[src/rtl/dirq_pkg.sv]
package dirq_pkg;

    localparam int NCLS   = 4;
    localparam int ADDR_W = 12;

    typedef enum logic [1:0] {
        CLS_CHAIN = 2'd0,
        CLS_NODE  = 2'd1,
        CLS_FLT_A = 2'd2,
        CLS_FLT_B = 2'd3
    } evt_cls_e;

    typedef enum logic {
        PS_IDLE = 1'b0,
        PS_RESP = 1'b1
    } port_state_e;

    localparam logic [ADDR_W-1:0] OFS_SUMMARY     = 12'h000;
    localparam logic [ADDR_W-1:0] OFS_MASKED_BASE = 12'h004;
    localparam logic [ADDR_W-1:0] OFS_MASK_BASE   = 12'h018;
    localparam logic [ADDR_W-1:0] OFS_RAW_BASE    = 12'h600;

    function automatic logic [ADDR_W-1:0] masked_ofs(input int k);
        return OFS_MASKED_BASE + ADDR_W'(4 * k);
    endfunction

    function automatic logic [ADDR_W-1:0] mask_ofs(input int k);
        return OFS_MASK_BASE + ADDR_W'(4 * k);
    endfunction

    function automatic logic [ADDR_W-1:0] raw_ofs(input int k);
        return OFS_RAW_BASE + ADDR_W'(8 * k);
    endfunction

endpackage

[src/rtl/dirq_class_bank.sv]
module dirq_class_bank #(
    parameter int NUM_CH = 16
) (
    input  logic              clk,
    input  logic              rst_n,
    input  logic [NUM_CH-1:0] evt_i,
    input  logic              clr_we_i,
    input  logic              mask_we_i,
    input  logic [NUM_CH-1:0] wdata_i,
    output logic [NUM_CH-1:0] raw_o,
    output logic [NUM_CH-1:0] mask_o,
    output logic [NUM_CH-1:0] masked_o
);

    logic [NUM_CH-1:0] raw_q;
    logic [NUM_CH-1:0] mask_q;
    logic [NUM_CH-1:0] clr_bits;

    // Clear bits only when the raw offset of this class is written.
    assign clr_bits = clr_we_i ? wdata_i : '0;

    // An event pulse wins over a clear of the same bit.
    always_ff @(posedge clk) begin
        if (!rst_n) begin
            raw_q <= '0;
        end else begin
            raw_q <= (raw_q & ~clr_bits) | evt_i;
        end
    end

    always_ff @(posedge clk) begin
        if (!rst_n) begin
            mask_q <= '0;
        end else if (mask_we_i) begin
            mask_q <= wdata_i;
        end
    end

    assign raw_o    = raw_q;
    assign mask_o   = mask_q;
    assign masked_o = raw_q & mask_q;

    assert_evt_latch_R2: assert property (@(posedge clk) disable iff (!rst_n)
        (evt_i != '0) |=> ((raw_q & $past(evt_i)) == $past(evt_i)));

    assert_w1c_clear_R3: assert property (@(posedge clk) disable iff (!rst_n)
        clr_we_i |=> ((raw_q & $past(wdata_i & ~evt_i)) == '0));

    assert_w0_keep_R3: assert property (@(posedge clk) disable iff (!rst_n)
        clr_we_i |=> ((raw_q & $past(raw_q & ~wdata_i)) == $past(raw_q & ~wdata_i)));

    assert_mask_hold_R5: assert property (@(posedge clk) disable iff (!rst_n)
        !mask_we_i |=> $stable(mask_q));

    assert_mask_blind_R10: assert property (@(posedge clk) disable iff (!rst_n)
        (!clr_we_i && (evt_i == '0)) |=> $stable(raw_q));

endmodule

[src/rtl/dirq_summary.sv]
module dirq_summary
    import dirq_pkg::*;
#(
    parameter int NUM_CH = 16
) (
    input  logic [NCLS-1:0][NUM_CH-1:0] masked_i,
    output logic [NUM_CH-1:0]           summary_o,
    output logic                        irq_o
);

    for (genvar ch = 0; ch < NUM_CH; ch++) begin : g_chan
        logic [NCLS-1:0] per_cls;
        for (genvar k = 0; k < NCLS; k++) begin : g_cls
            assign per_cls[k] = masked_i[k][ch];
        end
        assign summary_o[ch] = |per_cls;
    end

    assign irq_o = |summary_o;

endmodule

[src/rtl/dirq_reg_port.sv]
module dirq_reg_port
    import dirq_pkg::*;
#(
    parameter int NUM_CH = 16,
    parameter int DATA_W = 32
) (
    input  logic                        clk,
    input  logic                        rst_n,
    input  logic                        req_valid,
    input  logic                        req_write,
    input  logic [ADDR_W-1:0]           req_addr,
    input  logic [NCLS-1:0][NUM_CH-1:0] raw_i,
    input  logic [NCLS-1:0][NUM_CH-1:0] mask_i,
    input  logic [NCLS-1:0][NUM_CH-1:0] masked_i,
    input  logic [NUM_CH-1:0]           summary_i,
    output logic [NCLS-1:0]             clr_we_o,
    output logic [NCLS-1:0]             mask_we_o,
    output logic                        rd_valid,
    output logic [DATA_W-1:0]           rd_data
);

    port_state_e state_q, state_d;
    logic        wr_acc, rd_acc;
    logic [DATA_W-1:0] rd_mux, rd_data_q;

    assign wr_acc = req_valid && req_write;
    assign rd_acc = req_valid && !req_write;

    // Write strobe decode, one per class and register kind.
    always_comb begin
        for (int k = 0; k < NCLS; k++) begin
            clr_we_o[k]  = wr_acc && (req_addr == raw_ofs(k));
            mask_we_o[k] = wr_acc && (req_addr == mask_ofs(k));
        end
    end

    // Read select; unmapped offsets give zero.
    always_comb begin
        rd_mux = '0;
        if (req_addr == OFS_SUMMARY) begin
            rd_mux = DATA_W'(summary_i);
        end
        for (int k = 0; k < NCLS; k++) begin
            if (req_addr == masked_ofs(k)) rd_mux = DATA_W'(masked_i[k]);
            if (req_addr == mask_ofs(k))   rd_mux = DATA_W'(mask_i[k]);
            if (req_addr == raw_ofs(k))    rd_mux = DATA_W'(raw_i[k]);
        end
    end

    // Next-state logic.
    always_comb begin
        state_d = state_q;
        unique case (state_q)
            PS_IDLE: state_d = rd_acc ? PS_RESP : PS_IDLE;
            PS_RESP: state_d = rd_acc ? PS_RESP : PS_IDLE;
            default: state_d = PS_IDLE;
        endcase
    end

    // State register.
    always_ff @(posedge clk) begin
        if (!rst_n) begin
            state_q <= PS_IDLE;
        end else begin
            state_q <= state_d;
        end
    end

    // Read data capture.
    always_ff @(posedge clk) begin
        if (!rst_n) begin
            rd_data_q <= '0;
        end else if (rd_acc) begin
            rd_data_q <= rd_mux;
        end else begin
            rd_data_q <= '0;
        end
    end

    // Outputs follow the state.
    always_comb begin
        rd_valid = 1'b0;
        rd_data  = '0;
        unique case (state_q)
            PS_IDLE: begin
                rd_valid = 1'b0;
                rd_data  = '0;
            end
            PS_RESP: begin
                rd_valid = 1'b1;
                rd_data  = rd_data_q;
            end
            default: begin
                rd_valid = 1'b0;
                rd_data  = '0;
            end
        endcase
    end

    assert_rd_latency_R9: assert property (@(posedge clk) disable iff (!rst_n)
        rd_acc |=> rd_valid);

    assert_rd_quiet_R9: assert property (@(posedge clk) disable iff (!rst_n)
        !rd_acc |=> !rd_valid);

    assert_strobe_single_R9: assert property (@(posedge clk) disable iff (!rst_n)
        $onehot0({clr_we_o, mask_we_o}));

endmodule

[src/rtl/dma_irq_status_unit.sv]
module dma_irq_status_unit
    import dirq_pkg::*;
#(
    parameter int NUM_CH = 16,
    parameter int DATA_W = 32
) (
    input  logic              clk,
    input  logic              rst_n,
    input  logic [NUM_CH-1:0] evt_chain_done,
    input  logic [NUM_CH-1:0] evt_node_done,
    input  logic [NUM_CH-1:0] evt_fault_a,
    input  logic [NUM_CH-1:0] evt_fault_b,
    input  logic              req_valid,
    input  logic              req_write,
    input  logic [11:0]       req_addr,
    input  logic [DATA_W-1:0] req_wdata,
    output logic              rd_valid,
    output logic [DATA_W-1:0] rd_data,
    output logic              irq
);

    logic [NCLS-1:0][NUM_CH-1:0] evt_bus;
    logic [NCLS-1:0][NUM_CH-1:0] raw_bus;
    logic [NCLS-1:0][NUM_CH-1:0] mask_bus;
    logic [NCLS-1:0][NUM_CH-1:0] masked_bus;
    logic [NCLS-1:0]             clr_we;
    logic [NCLS-1:0]             mask_we;
    logic [NUM_CH-1:0]           summary;
    logic [NUM_CH-1:0]           wdata_ch;

    assign evt_bus[CLS_CHAIN] = evt_chain_done;
    assign evt_bus[CLS_NODE]  = evt_node_done;
    assign evt_bus[CLS_FLT_A] = evt_fault_a;
    assign evt_bus[CLS_FLT_B] = evt_fault_b;

    assign wdata_ch = req_wdata[NUM_CH-1:0];

    if (DATA_W > NUM_CH) begin : g_pad
        logic unused_wdata_hi;
        assign unused_wdata_hi = ^req_wdata[DATA_W-1:NUM_CH];
    end

    for (genvar k = 0; k < NCLS; k++) begin : g_bank
        dirq_class_bank #(.NUM_CH(NUM_CH)) u_bank (
            .clk       (clk),
            .rst_n     (rst_n),
            .evt_i     (evt_bus[k]),
            .clr_we_i  (clr_we[k]),
            .mask_we_i (mask_we[k]),
            .wdata_i   (wdata_ch),
            .raw_o     (raw_bus[k]),
            .mask_o    (mask_bus[k]),
            .masked_o  (masked_bus[k])
        );
    end

    dirq_summary #(.NUM_CH(NUM_CH)) u_summary (
        .masked_i  (masked_bus),
        .summary_o (summary),
        .irq_o     (irq)
    );

    dirq_reg_port #(.NUM_CH(NUM_CH), .DATA_W(DATA_W)) u_port (
        .clk       (clk),
        .rst_n     (rst_n),
        .req_valid (req_valid),
        .req_write (req_write),
        .req_addr  (req_addr),
        .raw_i     (raw_bus),
        .mask_i    (mask_bus),
        .masked_i  (masked_bus),
        .summary_i (summary),
        .clr_we_o  (clr_we),
        .mask_we_o (mask_we),
        .rd_valid  (rd_valid),
        .rd_data   (rd_data)
    );

    // Level interrupt holds while software neither clears nor re-masks.
    assert_irq_level_R8: assert property (@(posedge clk) disable iff (!rst_n)
        (irq && (clr_we == '0) && (mask_we == '0)) |=> irq);

    // Interrupt cannot rise without a new event or a mask change.
    assert_irq_cause_R8: assert property (@(posedge clk) disable iff (!rst_n)
        (!irq && (evt_bus == '0) && (mask_we == '0)) |=> !irq);

endmodule

[config.mk]
export PLATFORM = sky130hd
export DESIGN_NAME = dma_irq_status_unit
export DESIGN_NICKNAME = d
export VERILOG_FILES = /design/src/rtl/dirq_pkg.sv /design/src/rtl/dirq_class_bank.sv /design/src/rtl/dirq_summary.sv /design/src/rtl/dirq_reg_port.sv /design/src/rtl/dma_irq_status_unit.sv
export SDC_FILE = /design/constraint.sdc
export NUM_CORES = 1
export LEC_CHECK = 0
export CORE_ASPECT_RATIO = 0.9
export CORE_UTILIZATION = 58
export CTS_BUF_LIST = sky130_fd_sc_hd__clkbuf_16
export DETAILED_ROUTE_END_ITERATION = 8
export PLACE_DENSITY = 0.95
export SLEW_MARGIN = 0
export SYNTH_ARGS = -nofsm -noshare
export SYNTH_HDL_FRONTEND = slang
export SYNTH_SLANG_ARGS = --single-unit
[constraint.sdc]
create_clock -name clk -period 3.9 [get_ports clk]
set_clock_uncertainty 0.2 [all_clocks]
set_input_delay 0.39 -clock clk [delete_from_list [all_inputs] [get_ports clk]]
set_output_delay 0.39 -clock clk [all_outputs]
set_load 0.005 [all_outputs]
# Word level (Yosys, flattened, before mapping)
# Index checks and enable logic that the tools add are counted.
[word_totals] n_memories=0 word_cells=93 in_bits=112 mem_bits_ro=0 ramBits=0 output_inout_bits=34 latchBits=0 ff_bits=161
[op_classes] reduce_logical=31 mux=20 bitwise=19 div_mod_pow=0 order_cmp=0 eq_ne=12 n_mul=0 n_shift=0 n_addsub=0
[ops] op="two-way mux 16 bit" n=17
[ops] op="AND 16 bit" n=8
[ops] op="NOT 16 bit" n=4
[ops] op="OR 16 bit" n=4
[ops] op="one-hot mux 32 bit (2 select lines)" n=1
[ops] op="OR reduction 4 bit" n=16
[ops] op="OR reduction 64 bit" n=1
[ops] op="== test 12 x 11 -> 1 bit (second input constant)" n=4
[ops] op="== test 12 x 5 -> 1 bit (second input constant)" n=3
[ops] op="== test 12 x 4 -> 1 bit (second input constant)" n=2
[ops] op="== test 12 x 6 -> 1 bit (second input constant)" n=2
[ops] op="OR reduction 14 bit" n=1
[ops] op="== test 12 x 3 -> 1 bit (second input constant)" n=1
[ops] op="zero test 12 bit" n=1
[ops] op="logical AND 1 bit" n=10
[ops] op="NOT 1 bit" n=3
[ops] op="one-hot mux 1 bit (2 select lines)" n=1
[ops] op="AND reduction 2 bit" n=1
[ops] op="zero test 1 bit" n=1
[ops] op="two-way mux 1 bit" n=1

# Depth between registers and ports, before layout
[logic_depth] depth_word=15 ltp_mapped=9 ltp_nobuf=6

# Cells and area by module
# Synthesis repeated with hierarchy kept, for this count alone.
[hier_totals] cells_unflattened=947 area_unflattened_um2=8371.8
[by_module_without_submodules] module="dirq_class_bank" area_per_inst_um2=1296.2 cells_each=135 n_inst=4 seq_area_each_um2=640.6
[by_module_without_submodules] module="dirq_reg_port" area_per_inst_um2=2982.9 cells_each=386 n_inst=1 seq_area_each_um2=340.3
[by_module_without_submodules] module="dirq_summary" area_per_inst_um2=203.9 cells_each=21 n_inst=1 seq_area_each_um2=0.0

# Worst setup path after synthesis
# Ideal clock, no wire load.
[synth_timing] path_kind="input to register" start="input port req_addr[0]" end="register u_port.rd_data_q[4]" setup_time_ps=122 arrival_time_ps=2191 cell_stages=9 n_path_buf=3 required_ps=3578 path_slack_ps=1387 cell_sequence="buf_2 > or4b_4 > buf_6 > nor3_4 > buf_6 > a21oi_1 > a221oi_2 > o21ai_1 > a221o_1"
[synth_between] elab_chain_len=14 elab_cells_between_ends=26 classes_between="eq/ne (12); mux (13); reduce/logical (1)"
[synth_rtl] item="start, declared" line="dma_irq_status_unit.sv:15" text="input logic [11:0] req_addr,"
[synth_rtl] item="zero test 12 bit" line="dirq_reg_port.sv:40" text="if (req_addr == OFS_SUMMARY) begin"
[synth_rtl] item="two-way mux 16 bit" line="dirq_reg_port.sv:40"
[synth_rtl] item="two-way mux 16 bit" line="dirq_reg_port.sv:44" text="if (req_addr == masked_ofs(k)) rd_mux = DATA_W'(masked_i[k]);"
[synth_rtl] item="two-way mux 16 bit" line="dirq_reg_port.sv:45" text="if (req_addr == mask_ofs(k)) rd_mux = DATA_W'(mask_i[k]);"
[synth_rtl] item="two-way mux 16 bit" line="dirq_reg_port.sv:46" text="if (req_addr == raw_ofs(k)) rd_mux = DATA_W'(raw_i[k]);"
[synth_rtl] item="two-way mux 16 bit" line="dirq_reg_port.sv:44"
[synth_rtl] item="two-way mux 16 bit" line="dirq_reg_port.sv:45"
[synth_rtl] item="two-way mux 16 bit" line="dirq_reg_port.sv:46"
[synth_rtl] item="two-way mux 16 bit" line="dirq_reg_port.sv:44"
[synth_rtl] item="two-way mux 16 bit" line="dirq_reg_port.sv:45"
[synth_rtl] item="two-way mux 16 bit" line="dirq_reg_port.sv:46"
[synth_rtl] item="two-way mux 16 bit" line="dirq_reg_port.sv:44"
[synth_rtl] item="two-way mux 16 bit" line="dirq_reg_port.sv:45"
[synth_rtl] item="two-way mux 16 bit (*)" line="dirq_reg_port.sv:46"
[synth_rtl] item="end signal, assigned" line="dirq_reg_port.sv:74" text="rd_data_q <= rd_mux;"
[synth_rtl] item="end, declared" line="dirq_reg_port.sv:24" text="logic [DATA_W-1:0] rd_mux, rd_data_q;"
# Every way passes the cells marked *; elsewhere a longest branch is shown, timed or not.
# A chain may end at the register's enable or synchronous reset.

# Worst setup path after layout
[layout_timing] start="register g_bank[1].u_bank.raw_q[12]" end="output port irq"
[layout_between] elab_chain_len=2
[layout_rtl] item="start, declared" line="dirq_class_bank.sv:15" text="logic [NUM_CH-1:0] raw_q;"
[layout_rtl] item="start signal, assigned" line="dirq_class_bank.sv:27" text="raw_q <= (raw_q & ~clr_bits) | evt_i;"
[layout_rtl] item="AND 16 bit" line="dirq_class_bank.sv:41" text="assign masked_o = raw_q & mask_q;"
[layout_rtl] item="OR reduction 64 bit" line="dirq_summary.sv:19" text="assign irq_o = |summary_o;"
[layout_rtl] item="end, declared" line="dma_irq_status_unit.sv:19" text="output logic irq"
# No other way between the ends.

==> results.ini <==
[drt]
wire_per_inst_um = 21.70
dr.pass1.iters = 6
postRouteAntennaNets = 0
vias = 8804
drc = 0
viasPerCell = 6.590
drtIter0Drc = 1384
wirelength_um = 29000

[sta]
drv_slew = 0
fin_setup_tns_ns = 0
setup_viol = 0
finalHoldViolCount = 0
fin_crit_sh_pct = 82.85
rsz0062_at_grt = false
fmax_mhz = 309.5
timing.final.ws_setup_ns = 0.6690
slew_headroom_pct = 28.55
tightest_slew_ns = 1.072
fin_crit_ns = 3.231

[pwr]
p_sw_mw = 0.9143
intPower_mw = 2.699
clockPowerShare_pct = 47.2
p_leak_nw = 3.520
ir_drop_uv = 342.6
p_per_area_nw_per_um2 = 361.7
p_sw_share_pct = 25.31
comb_power_share_pct = 8.5
power_frac_seq_pct = 44.3

[critical_path]
cp-start-kind = flip-flop
rrSetupSlack_ns = 1.35
worstSetupStartpoint = g_bank[1].u_bank.raw_o[12]
worstPathCellList = a222oi_1 > nand4_1 > nor3_1 > nand2_1 > clkdlybuf4s50_1
endpoint = irq
arrival_ns = 2.64
crit_type = flip-flop to output port
crit_required_ns = 3.31
crit_family = compound AO/OA/AOI/OAI gates
rr_startpoint = g_bank[1].u_bank.raw_o[12]
reg2reg_to = u_port.rd_data_q[12]
crit_cells = 5
worstSetupEndpointType = output port
cp_max_fo = 4
crit_buf_inv = 1
reg2reg_depth = 6
cp_slowest_cell = a222oi_1
cpPeakStageDelay_ns = 0.83

[synthesis]
yosys-top-cells-area = dfxtp_1 35%, nand2_1 11%, a21oi_1 7.0%
synth_commonest_cells = 242 x nand2_1, 145 x dfxtp_1, 115 x a21oi_1
synth_top_family_by_area = compound AO/OA/AOI/OAI gates
postSynthAreaPerCell_um2 = 7.846
synth_compound_area_share_pct = 29.89
synth_top_area_share_pct = 35.24
muxShareOfSynthArea_pct = 0
synthCells = 1050
synth_warnings = 0
synthDistinctLibCells = 61
ys_seq_area_share_pct = 35.24
synth_edf_count = 0
synthAdderAreaFrac_pct = 0
synth_seq_cells = 145
synth_most_common_cell = nand2_1
yosys.area_share.simple_pct = 27.34
synth_top_flop_cell = dfxtp_1
syn_area_um2 = 8238
async_flop_share_pct = 0
synth_top_cell_by_area = dfxtp_1
synth_xor_area_share_pct = 0

[floorplan]
dieWidth_um = 127.6
start_util_pct = 60.51
die-area_um2 = 14680
core_area_um2 = 13610
io_pins = 146
chipHeight_um = 115.1
rows = 40

[global_route]
antenna_found_initial = 0
grt_max_degree = 129
grt.total_usage_pct = 39.91
grt_first_pass_wirelength_um = 44040
grt_pass1_vias = 8207
grt_overflow = 0

[cts]
ctsHtreeMaxLevel = 4
cts-resized-gates = 0
cts_setup_buffers = 0
cts_hold_buf = 0
cts-root-buf = clkbuf_16
clk_pin_slew_ns = 0.06
clk_latency_ns = 0.44
cts_buffer_depth = 2
cts_buffers = 17
clock-sinks = 145
cts_tree = yes

[layout]
area_growth_pct = 21.26
fin_nets = 1246
drive_gt1_share_pct = 8.980
n_antenna_cell = 0
nFillCells = 1079

[status]
outcome = complete, no violations

[flow_run]
maxCapViolCount = 0

[worst_hold_path]
min_path_type = flip-flop to flip-flop

[place]
dp_hpwl_um = 20070
port_buffers = 113
gp_congestion = 1.002
pre_cts_ws_ns = 0.3896

-- power by group through the flow --
stage	registers, mW	logic [mW]	clock network [mW]
3_5_place_dp	1.63	0.299	0
6_report	1.60	0.308	1.71
4_1_cts	1.59	0.302	1.71
5_1_grt	1.60	0.328	1.77
3_3_place_gp	1.62	0.293	0
2_1_floorplan	1.60	0.176	0
-- layout by cell type (no fill, tap or decap), types with 3 or more instances in the layout --
master	count
conb_1	16
nor4_2	3
a221oi_1	3
nor3b_1	3
buf_4	41
clkinv_4	6
clkbuf_16	17
nor3_2	4
o21ai_0	16
a221o_1	10
nand4_1	7
a22oi_1	8
nor4_4	4
clkdlybuf4s50_1	112
a21oi_1	115
nand3_1	10
a221oi_2	8
nand2_1	242
and3_1	9
o31a_1	11
or4_1	4
nor3_4	3
dfxtp_1	145
a21o_1	15
o21ai_1	16
and2_1	17
a21boi_1	48
nor2_1	34
a32oi_1	17
o22ai_1	28
a21boi_0	26
nor3_1	12
a222oi_1	16
or3_1	9
nor2b_1	66
bufinv_16	3
-- worst reg2reg max path, delay by kind of cell (launching register included) --
kind	cells	cell delay [ns]
AO/OA/AOI/OAI	6	1.89
flip-flops	1	0.35
-- per-layer routing --
| layer | GRT usage [%] | part of all wire (%) |
|---|---|---|
| met1 | 49.06 | 37 |
| met2 | 63.42 | 45 |
| met3 | 8.934 | 12 |
| met4 | 26.35 | 6.0 |
| met5 | 0 | 0 |
-- stage by stage --
step | area [um^2] | std cells | hold slack, ns | total power, mW | utilization [%]
6_report | 9990 | 1336 | 0.2711 | 3.613 | 73.38
5_1_grt | 9990 | 1336 | 0.2885 | 3.699 | 73.38
4_1_cts | 9990 | 1336 | 0.2673 | 3.603 | 73.38
3_5_place_dp | 9378 | 1304 | 0.2606 | 1.926 | 68.89
3_3_place_gp | 9378 | 1304 | 0.2519 | 1.917 | 68.89
2_1_floorplan | 8294 | 1065 | 0.2383 | 1.775 | -
-- registers in the layout, summed over array words and instances (netlist names) --
signal,cells
g_bank.u_bank.raw_o,64
g_bank.u_bank.mask_o,64
u_port.state_q,1
u_port.rd_data_q,16
-- cells by family after synthesis --
| kind of cell | after synthesis |
|---|---|
| buf+inv | 106 |
| flops | 145 |
| simple gates | 443 |
| other cells | 1 |
| compound gates | 355 |
-- how the worst min path moves through the flow --
| stage | startpoint | to | slack, ns | cells past startpoint |
|---|---|---|---|---|
| after floorplan | g_bank[3].u_bank.mask_o[5] | g_bank[3].u_bank.mask_o[5] | 0.24 | 2 |
| after global placement | g_bank[3].u_bank.mask_o[6] | g_bank[3].u_bank.mask_o[6] | 0.25 | 2 |
| after detailed placement | g_bank[3].u_bank.mask_o[4] | g_bank[3].u_bank.mask_o[4] | 0.26 | 2 |
| after CTS | g_bank[3].u_bank.mask_o[4] | g_bank[3].u_bank.mask_o[4] | 0.27 | 2 |
| after global routing | g_bank[3].u_bank.mask_o[9] | g_bank[3].u_bank.mask_o[9] | 0.29 | 2 |
| final | g_bank[2].u_bank.mask_o[7] | g_bank[2].u_bank.mask_o[7] | 0.27 | 2 |
-- cell type report --
| class | instances | area, um^2 | share of cell area (%) |
|---|---|---|---|
| Multi-Input combinational cell | 814 | 4781 | 47.86 |
| Sequential cell | 145 | 2903 | 29.06 |
| Timing Repair Buffer | 155 | 1454 | 14.55 |
| Clock buffer | 17 | 425.4 | 4.259 |
| Tap cell | 189 | 236.5 | 2.367 |
| Clock inverter | 15 | 186.4 | 1.866 |
| Inverter | 1 | 3.754 | 0.03758 |
Note: power is estimated with default switching activity, not from simulation.
